`config.mk`:
```
export PLATFORM = sky130hd
export DESIGN_NAME = gpio_af_ctrl
export DESIGN_NICKNAME = d
export VERILOG_FILES = /design/src/rtl/gpio_af_pkg.sv /design/src/rtl/gpio_af_sync.sv /design/src/rtl/gpio_af_edge.sv /design/src/rtl/gpio_af_regs.sv /design/src/rtl/gpio_af_ctrl.sv
export SDC_FILE = /design/constraint.sdc
export NUM_CORES = 1
export LEC_CHECK = 0
export ABC_AREA = 0
export ABC_CLOCK_PERIOD_IN_PS = 2200
export BUFFER_PORTS_ARGS = -buffer_cell sky130_fd_sc_hd__buf_2
export CAP_MARGIN = 30
export CORE_ASPECT_RATIO = 1.5
export CORE_MARGIN = 2
export CORE_UTILIZATION = 45
export DETAILED_ROUTE_END_ITERATION = 16
export PLACE_DENSITY = 0.67
export SETUP_SLACK_MARGIN = 0.1
export SLEW_MARGIN = 0
export SYNTH_ARGS = -nofsm -noshare
export SYNTH_HDL_FRONTEND = slang
export SYNTH_HIERARCHICAL = 1
export SYNTH_SLANG_ARGS = --single-unit
```
`constraint.sdc`:
```
create_clock -name clk -period 2.2 [get_ports clk]
set_input_delay 0.44 -clock clk [delete_from_list [all_inputs] [get_ports clk]]
set_output_delay 0.44 -clock clk [all_outputs]
set_load 0.01 [all_outputs]
```
`src/rtl/gpio_af_pkg.sv`:
```
package gpio_af_pkg;
  localparam int GPIO_W = 32;
  localparam int ADDR_W = 8;

  localparam logic [ADDR_W-1:0] OFS_LEVEL    = 8'h00;
  localparam logic [ADDR_W-1:0] OFS_OUT_SET  = 8'h04;
  localparam logic [ADDR_W-1:0] OFS_OUT_CLR  = 8'h08;
  localparam logic [ADDR_W-1:0] OFS_PADCFG   = 8'h0C;
  localparam logic [ADDR_W-1:0] OFS_OE       = 8'h10;
  localparam logic [ADDR_W-1:0] OFS_OE_SET   = 8'h14;
  localparam logic [ADDR_W-1:0] OFS_OE_CLR   = 8'h18;
  localparam logic [ADDR_W-1:0] OFS_IDLECFG  = 8'h1C;
  localparam logic [ADDR_W-1:0] OFS_FN_LO    = 8'h20;
  localparam logic [ADDR_W-1:0] OFS_FN_HI    = 8'h24;
  localparam logic [ADDR_W-1:0] OFS_RISE_EN  = 8'h40;
  localparam logic [ADDR_W-1:0] OFS_FALL_EN  = 8'h44;
  localparam logic [ADDR_W-1:0] OFS_PEND     = 8'h48;
  localparam logic [ADDR_W-1:0] OFS_PEND_CLR = 8'h4C;

  typedef enum logic [1:0] {
    FN_PLAIN = 2'b00,
    FN_ALT_A = 2'b01,
    FN_ALT_B = 2'b10,
    FN_ALT_C = 2'b11
  } pin_fn_e;
endpackage

```
`src/rtl/gpio_af_sync.sv`:
```
module gpio_af_sync #(
  parameter int W      = 32,
  parameter int STAGES = 2
) (
  input  logic         clk,
  input  logic         rst_n,
  input  logic [W-1:0] d_raw,
  output logic [W-1:0] q_sync
);
  logic [W-1:0] stg [STAGES];

  always_ff @(posedge clk or negedge rst_n) begin
    if (!rst_n) stg[0] <= '0;
    else        stg[0] <= d_raw;
  end

  for (genvar s = 1; s < STAGES; s++) begin : g_stage
    always_ff @(posedge clk or negedge rst_n) begin
      if (!rst_n) stg[s] <= '0;
      else        stg[s] <= stg[s-1];
    end
  end

  assign q_sync = stg[STAGES-1];
endmodule

```
`src/rtl/gpio_af_edge.sv`:
```
module gpio_af_edge #(
  parameter int W = 32
) (
  input  logic         clk,
  input  logic         rst_n,
  input  logic [W-1:0] lvl,
  input  logic [W-1:0] rise_en,
  input  logic [W-1:0] fall_en,
  input  logic         clr_we,
  input  logic [W-1:0] clr_mask,
  output logic [W-1:0] pend
);
  logic [W-1:0] lvl_prev;
  logic [W-1:0] rise_ev, fall_ev, set_vec, clr_vec;

  always_comb begin
    rise_ev = lvl & ~lvl_prev;
    fall_ev = ~lvl & lvl_prev;
    set_vec = (rise_ev & rise_en) | (fall_ev & fall_en);
    clr_vec = clr_we ? clr_mask : '0;
  end

  always_ff @(posedge clk or negedge rst_n) begin
    if (!rst_n) begin
      lvl_prev <= '0;
      pend     <= '0;
    end else begin
      lvl_prev <= lvl;
      pend     <= (pend & ~clr_vec) | set_vec;
    end
  end

  AST_PEND_NEEDS_EVENT: assert property (@(posedge clk) disable iff (!rst_n)
    ((pend & ~$past(pend) & ~$past(set_vec)) == '0));
  AST_CLEAR_TAKES: assert property (@(posedge clk) disable iff (!rst_n)
    clr_we |=> ((pend & $past(clr_mask) & ~$past(set_vec)) == '0));
  AST_EVENT_WINS: assert property (@(posedge clk) disable iff (!rst_n)
    clr_we |=> ((pend & $past(set_vec)) == $past(set_vec)));
endmodule

```
`src/rtl/gpio_af_regs.sv`:
```
module gpio_af_regs
  import gpio_af_pkg::*;
#(
  parameter int W  = GPIO_W,
  parameter int AW = ADDR_W
) (
  input  logic          clk,
  input  logic          rst_n,
  input  logic          bus_sel,
  input  logic          bus_we,
  input  logic [AW-1:0] bus_addr,
  input  logic [W-1:0]  bus_wdata,
  output logic [W-1:0]  bus_rdata,
  input  logic [W-1:0]  lvl,
  input  logic [W-1:0]  pend,
  output logic [W-1:0]  out_q,
  output logic [W-1:0]  oe_q,
  output logic [W-1:0]  fn_lo_q,
  output logic [W-1:0]  fn_hi_q,
  output logic [W-1:0]  rise_en_q,
  output logic [W-1:0]  fall_en_q,
  output logic          clr_we,
  output logic [W-1:0]  clr_mask
);
  logic [W-1:0] padcfg_q, idlecfg_q;
  logic         wr, rd;

  assign wr       = bus_sel & bus_we;
  assign rd       = bus_sel & ~bus_we;
  assign clr_we   = wr && (bus_addr == OFS_PEND_CLR);
  assign clr_mask = bus_wdata;

  always_ff @(posedge clk or negedge rst_n) begin
    if (!rst_n) begin
      out_q     <= '0;
      oe_q      <= '0;
      fn_lo_q   <= '0;
      fn_hi_q   <= '0;
      rise_en_q <= '0;
      fall_en_q <= '0;
      padcfg_q  <= '0;
      idlecfg_q <= '0;
    end else if (wr) begin
      case (bus_addr)
        OFS_LEVEL:   out_q     <= bus_wdata;
        OFS_OUT_SET: out_q     <= out_q | bus_wdata;
        OFS_OUT_CLR: out_q     <= out_q & ~bus_wdata;
        OFS_PADCFG:  padcfg_q  <= bus_wdata;
        OFS_OE:      oe_q      <= bus_wdata;
        OFS_OE_SET:  oe_q      <= oe_q | bus_wdata;
        OFS_OE_CLR:  oe_q      <= oe_q & ~bus_wdata;
        OFS_IDLECFG: idlecfg_q <= bus_wdata;
        OFS_FN_LO:   fn_lo_q   <= bus_wdata;
        OFS_FN_HI:   fn_hi_q   <= bus_wdata;
        OFS_RISE_EN: rise_en_q <= bus_wdata;
        OFS_FALL_EN: fall_en_q <= bus_wdata;
        default: ;
      endcase
    end
  end

  always_comb begin
    bus_rdata = '0;
    if (rd) begin
      case (bus_addr)
        OFS_LEVEL:   bus_rdata = lvl;
        OFS_PADCFG:  bus_rdata = padcfg_q;
        OFS_OE:      bus_rdata = oe_q;
        OFS_IDLECFG: bus_rdata = idlecfg_q;
        OFS_FN_LO:   bus_rdata = fn_lo_q;
        OFS_FN_HI:   bus_rdata = fn_hi_q;
        OFS_RISE_EN: bus_rdata = rise_en_q;
        OFS_FALL_EN: bus_rdata = fall_en_q;
        OFS_PEND:    bus_rdata = pend;
        default:     bus_rdata = '0;
      endcase
    end
  end

  AST_OUT_SET_HIGH: assert property (@(posedge clk) disable iff (!rst_n)
    (wr && bus_addr == OFS_OUT_SET) |=> ((out_q & $past(bus_wdata)) == $past(bus_wdata)));
  AST_OUT_CLR_LOW: assert property (@(posedge clk) disable iff (!rst_n)
    (wr && bus_addr == OFS_OUT_CLR) |=> ((out_q & $past(bus_wdata)) == '0));
  AST_OUT_KEEP_ZEROS: assert property (@(posedge clk) disable iff (!rst_n)
    (wr && (bus_addr == OFS_OUT_SET || bus_addr == OFS_OUT_CLR))
      |=> ((out_q & ~$past(bus_wdata)) == ($past(out_q) & ~$past(bus_wdata))));
  AST_OE_SET_HIGH: assert property (@(posedge clk) disable iff (!rst_n)
    (wr && bus_addr == OFS_OE_SET) |=> ((oe_q & $past(bus_wdata)) == $past(bus_wdata)));
  AST_OE_CLR_LOW: assert property (@(posedge clk) disable iff (!rst_n)
    (wr && bus_addr == OFS_OE_CLR) |=> ((oe_q & $past(bus_wdata)) == '0));
endmodule

```
`src/rtl/gpio_af_ctrl.sv`:
```
module gpio_af_ctrl
  import gpio_af_pkg::*;
#(
  parameter int W           = GPIO_W,
  parameter int AW          = ADDR_W,
  parameter int SYNC_STAGES = 2
) (
  input  logic           clk,
  input  logic           rst_n,
  input  logic           bus_sel,
  input  logic           bus_we,
  input  logic [AW-1:0]  bus_addr,
  input  logic [W-1:0]   bus_wdata,
  output logic [W-1:0]   bus_rdata,
  input  logic [W-1:0]   pin_in,
  output logic [W-1:0]   pin_out,
  output logic [W-1:0]   pin_oe,
  output logic [2*W-1:0] func_sel,
  output logic           irq_out
);
  logic [W-1:0] lvl, pend, fn_lo, fn_hi, rise_en, fall_en, clr_mask;
  logic         clr_we;

  gpio_af_sync #(.W(W), .STAGES(SYNC_STAGES)) u_sync (
    .clk(clk), .rst_n(rst_n), .d_raw(pin_in), .q_sync(lvl)
  );

  gpio_af_regs #(.W(W), .AW(AW)) u_regs (
    .clk(clk), .rst_n(rst_n),
    .bus_sel(bus_sel), .bus_we(bus_we), .bus_addr(bus_addr),
    .bus_wdata(bus_wdata), .bus_rdata(bus_rdata),
    .lvl(lvl), .pend(pend),
    .out_q(pin_out), .oe_q(pin_oe), .fn_lo_q(fn_lo), .fn_hi_q(fn_hi),
    .rise_en_q(rise_en), .fall_en_q(fall_en),
    .clr_we(clr_we), .clr_mask(clr_mask)
  );

  gpio_af_edge #(.W(W)) u_edge (
    .clk(clk), .rst_n(rst_n), .lvl(lvl),
    .rise_en(rise_en), .fall_en(fall_en),
    .clr_we(clr_we), .clr_mask(clr_mask), .pend(pend)
  );

  for (genvar p = 0; p < W; p++) begin : g_fn
    pin_fn_e code;
    assign code = pin_fn_e'({fn_hi[p], fn_lo[p]});
    assign func_sel[2*p +: 2] = code;
  end

  assign irq_out = |pend;

  AST_IRQ_QUIET_AFTER_CLEAR_ALL: assert property (@(posedge clk) disable iff (!rst_n)
    (bus_sel && bus_we && bus_addr == OFS_PEND_CLR && (&bus_wdata) && !irq_out
     && $stable(lvl)) |=> !irq_out);
endmodule

```
# [After elaboration in Yosys (flattened, before gate mapping)]
# Index checks and enable logic that the tools add are counted.
# W data, S select, Z words.
[word_totals] register_bits=384 inputBits=76 out_inout_bits=161 elab_cells=61
[op_classes] eq_ne=13 mux=5 bitwise_logic=18 reduce_logical=13
[op_table] cell="$pmux W32 S9" n=1
[op_table] cell="$and A32 B32 Y32" n=7
[op_table] cell="$pmux W32 S3" n=2
[op_table] cell="$not A32 Y32" n=4
[op_table] cell="$or A32 B32 Y32" n=4
[op_table] cell="$mux W32" n=2
[op_table] cell="$eq A8 B5 Y1 const B" n=4
[op_table] cell="$eq A8 B7 Y1 const B" n=4
[op_table] cell="$reduce_or A32 Y1" n=1
[op_table] cell="$eq A8 B4 Y1 const B" n=2
[op_table] cell="$eq A8 B6 Y1 const B" n=2
[op_table] cell="$reduce_and A2 Y1" n=8
[op_table] cell="$eq A8 B3 Y1 const B" n=1
[op_table] cell="$logic_not A8 Y1" n=1
[op_table] cell="$reduce_bool A3 Y1" n=2
[op_table] cell="$and A1 B1 Y1" n=2
[op_table] cell="$logic_and A1 B1 Y1" n=1
[op_table] cell="$not A1 Y1" n=1

# [Longest topological paths before layout]
[logic_depth] ltp_word=6 mapped_depth=8

# [Cells and area by module]
# Netlist, hierarchy kept.
[modules_own_cells] mod="gpio_af_regs" instances=1 cells_each=1051 area_each_um2=12453.2
[modules_own_cells] mod="gpio_af_edge" instances=1 cells_each=195 area_each_um2=2706.3
[modules_own_cells] mod="gpio_af_sync" instances=1 cells_each=96 area_each_um2=1841.8
[modules_own_cells] mod="gpio_af_ctrl" instances=1 cells_each=11 area_each_um2=75.1

# [Least setup slack after synthesis]
# Ideal clock, no wire load.
[synth_path] kind="input to output" startpoint="in bus_addr[3]" endpoint="out bus_rdata[11]" t_arrival_ps=2047 required_ps=1760 setup_slack_ps=-287 path_stages=8 cell_sequence="buf_6 > or3_1 > buf_2 > or4_4 > buf_6 > o22ai_1 > a21oi_1 > a21oi_1"
[synth_via] elab_chain_len=3 word_cells_on_any_way=11 cone_classes="eq/ne (8); mux (2); reduce/logical (1)"
[synth_lines] element="start, declared" line_no="gpio_af_ctrl.sv:12" source="input logic [AW-1:0] bus_addr,"
[synth_lines] element="$eq A8 B7 Y1, or another cell as far along" line_no="gpio_af_regs.sv:65" source="case (bus_addr)"
[synth_lines] element="$pmux W32 S9 (*)" line_no="gpio_af_regs.sv:65"
[synth_lines] element="$mux W32 (*)" line_no="gpio_af_regs.sv:64" source="if (rd) begin"
[synth_lines] element="end, declared" line_no="gpio_af_ctrl.sv:14" source="output logic [W-1:0] bus_rdata,"
# Every way passes the cells marked *; elsewhere a longest branch is shown, timed or not.

# [Worst setup path after layout]
[layout_path] startpoint="in bus_addr[5]" endpoint="out bus_rdata[28]"
# The elaborated chain is that of the path after synthesis.

==> impl_metrics.tcl <==
set metrics [dict create \
    die_width_microns 163 \
    synthesis_stage_register_bit_count 384 \
    synth_xor_area_frac 0.000513 \
    initial_utilization 0.455 \
    postPlaceCellArea_sq_um 19700 \
    placement.io_buffers 236 \
    fillerInstances 3008 \
    timing.max_cap.violations 0 \
    timing.slew.headroom 0.702 \
    muxShareOfSynthArea 0.132 \
    die_height_microns 243 \
    regArea_sq_um 9610 \
    cp-end-kind "primary output" \
    antenna_found_initial 0 \
    n_diodes 0 \
    route.detailed.vias_per_inst 6.15 \
    synth_top_family_by_area "compound AO/OA/AOI/OAI gates" \
    drt_iter0_drc 1322 \
    worst-r2r-cell-count 2 \
    synthSimpleGateAreaFrac 0.0588 \
    max_stage_delay_ns 0.58 \
    timing.critical_path.fanout_max 7 \
    cts_max_path_buffers 3 \
    synthTopCellsByArea "dfrtp_1 (56%), mux2_2 (12%), a22o_1 (4.6%), buf_4 (3.1%), a22oi_1 (2.9%)" \
    clock_sinks 384 \
    vdd.ir_drop.worst_mv 0.592 \
    reg2reg_slack_ns 1.26 \
    place_ws_ns -0.516 \
    syn_area_sq_um 17100 \
    remaining_drc_errors 0 \
    grt_pass1_vias 13542 \
    postSynthCellCount 1353 \
    gp_congestion 0.919 \
    result_of_the_run "finished, violations left" \
    critical_path.slowest_cell "or4b_4" \
    detail_route.wirelength_mm 57.4 \
    timing.final.ws_setup_ns -0.486 \
    antenna_violating_nets_post_route 0 \
    tritoncts "built" \
    synth_fp_nets 1429 \
    multi_input_logic_area_sq_um 7100 \
    seq_area_frac_synth 0.563 \
    dpl.cell_count 2059 \
    hold_violations 0 \
    finalNetCount 1711 \
    grt_start_max_net_pins 78 \
    pwr_cell_area_nw_per_um2 707 \
    htree_levels 2 \
    core.rowCount 87 \
    synth_edf_count 0 \
    worst_ep_required_time_ns 1.76 \
    coreArea_sq_um 37600 \
    final_setup_violation_count 33 \
    worstPathCellList "buf_6, or4b_4, nor2_4, buf_6, buf_12, clkbuf_16, a22oi_2, o22a_1, a21oi_2, buf_2" \
    leakagePower_uw 0.0102 \
    timing.critical_path.to "bus_rdata[28]" \
    synth_flop_cell "dfrtp_1" \
    drt_pre_antenna_iters 7 \
    timing.setup.critical_path_class "in -> out" \
    startpoint "bus_addr[5]" \
    post-route-util 0.580 \
    cp-start-kind "input port" \
    synthesized_area_fraction_occupied_by_adder_cells 0 \
    yosys.cell_count.top_type "dfrtp_1" \
    most_repeated_library_cell_on_the_critical_path "buf_6" \
    setup_repair_after_global_routing_missed_its_margin "yes" \
    finalInstanceArea_sq_um 21800 \
    total_power_draw_uw 15400 \
    synth_top_area_cell "dfrtp_1" \
    slew_violations 0 \
    clk-insertion-delay-late_ns 0.53 \
    layout-area-overhead-vs-synth_pct 27.5 \
    ys.warnings.count 6 \
    detailed_place_hpwl_mm 38.9 \
    cts.root.buffer_cell "clkbuf_16" \
    track_usage 0.287 \
    period_share 1.22 \
    syn_avg_cell_area_sq_um 12.6 \
    grt_overflow_total 0 \
    min_period_ns 2.69 \
    min-delay-path-class "in -> reg" \
    crit_arrival_ns 2.25 \
    layout.cells.non_filler 2152 \
    layout-drive-gt1-share 0.482 \
    worstReg2RegStart "u_regs/fn_lo_q[30]" \
    synth_common_cells "dfrtp_1 (384), mux2_2 (184), a22o_1 (89), clkbuf_1 (71), nand2_1 (71)" \
    worst_clock_skew_ns 0.0146 \
    synth.distinct_cells 52 \
    r2r-end "u_regs/fn_lo_q[30]" \
    timing_worst_slew_pin_value_ns 0.445 \
    synth.top_cell.area_share 0.563 \
    synth_compound_gate_area_share 0.187 \
    num_vias 13236 \
    grt_first_pass_wirelength_mm 84.7 \
    die_area_sq_um 39600 \
    max_freq_mhz 372 \
    violations "setup timing" \
    synth_async_sr_flop_share 1.00 \
    numCtsBuffers 37 \
    cts.reportedPaths.clkPinSlew_ns 0.06 \
    ios 237 \
    wl_per_cell_microns 26.7 \
]
-- worst max-delay path, delay by kind of cell --
family / cells / cell delay, ns
AND/OR/NAND/NOR: 2 / 0.71
buffers and inverters: 5 / 0.64
AO/OA/AOI/OAI: 3 / 0.44
-- area by class of cell --
type | instances | area share
clock buffer | 46 | 0.0473
sequential | 384 | 0.441
inverter | 1 | 0.000172
timing repair buffer | 419 | 0.146
clock inverter | 21 | 0.0115
tap | 489 | 0.0281
multi-input combinational | 792 | 0.326
-- kinds of logic after synthesis --
logic type,Yosys count
flops,384
simple gates,184
mux,201
xor+xnor,1
buf+inv,178
compound gates,405
-- per-stage QoR --
step	hold WS [ns]	setup TNS (ns)
final	0.00937	-13.97
after global routing	0.00118	-14.79
after global placement	0.332	-61.61
after floorplan	0.144	-3.03
after CTS	0.000344	-12.82
after detailed placement	0.335	-61.51
-- routing by layer --
metal  global-route usage  vias up  share of wire
met1                0.360     6721           0.38
li1                     -     5573              -
met3               0.0492      191          0.072
met4                0.147        0          0.055
met2                0.474      751           0.49
met5                    0        -              0
-- power breakdown --
part	switching (uW)	internal, uW	leakage, uW	total, uW
clock	2780	3940	0.000636	6720
sequential	222	7320	0.00495	7540
combinational	651	477	0.00458	1130
total	3660	11700	0.0102	15400
-- worst min-delay path by stage --
stage / start / depth (start not counted) / end / slack (ns)
finish: pin_in[12] / 1 / u_sync/stg[44] / 0.009
global placement: u_sync/stg[60] / 0 / u_sync/q_sync[28] / 0.33
detailed placement: u_sync/stg[32] / 0 / u_sync/q_sync[0] / 0.33
CTS: pin_in[30] / 1 / u_sync/stg[62] / 0.0003
floorplan: rst_n / 0 / u_edge/lvl_prev[0] / 0.14
global route: pin_in[18] / 1 / u_sync/stg[50] / 0.001
-- registers in the layout, summed over array words and instances, names as in the netlist --
register	flops
u_edge/lvl_prev	32
u_edge/pend	32
u_regs/fall_en_q	32
u_regs/fn_hi_q	32
u_regs/fn_lo_q	32
u_regs/idlecfg_q	32
u_regs/oe_q	32
u_regs/out_q	32
u_regs/padcfg_q	32
u_regs/rise_en_q	32
u_sync/q_sync	32
u_sync/stg	32
-- layout by cell type (no fill, tap or decap), types with 19 or more instances in the layout --
master	n
a21bo_1	30
a21oi_2	19
a22o_1	89
a22oi_1	44
a22oi_2	21
buf_12	35
buf_2	226
buf_4	127
clkbuf_16	39
dfrtp_1	383
mux2_2	184
nand2_1	71
nand3b_1	34
o211ai_2	30
o21ai_0	69
-- timing repair --
item                                    4_1_cts  5_1_grt
pin swaps                                    10       19
endpoints found under the hold margin        51        0
hold buffers                                 13        0
gates resized for setup                      46       40
setup buffers                                 5        4
endpoints found under the setup margin       33       49
gates cloned                                  2        2
Power figures use the tool's default switching activity.
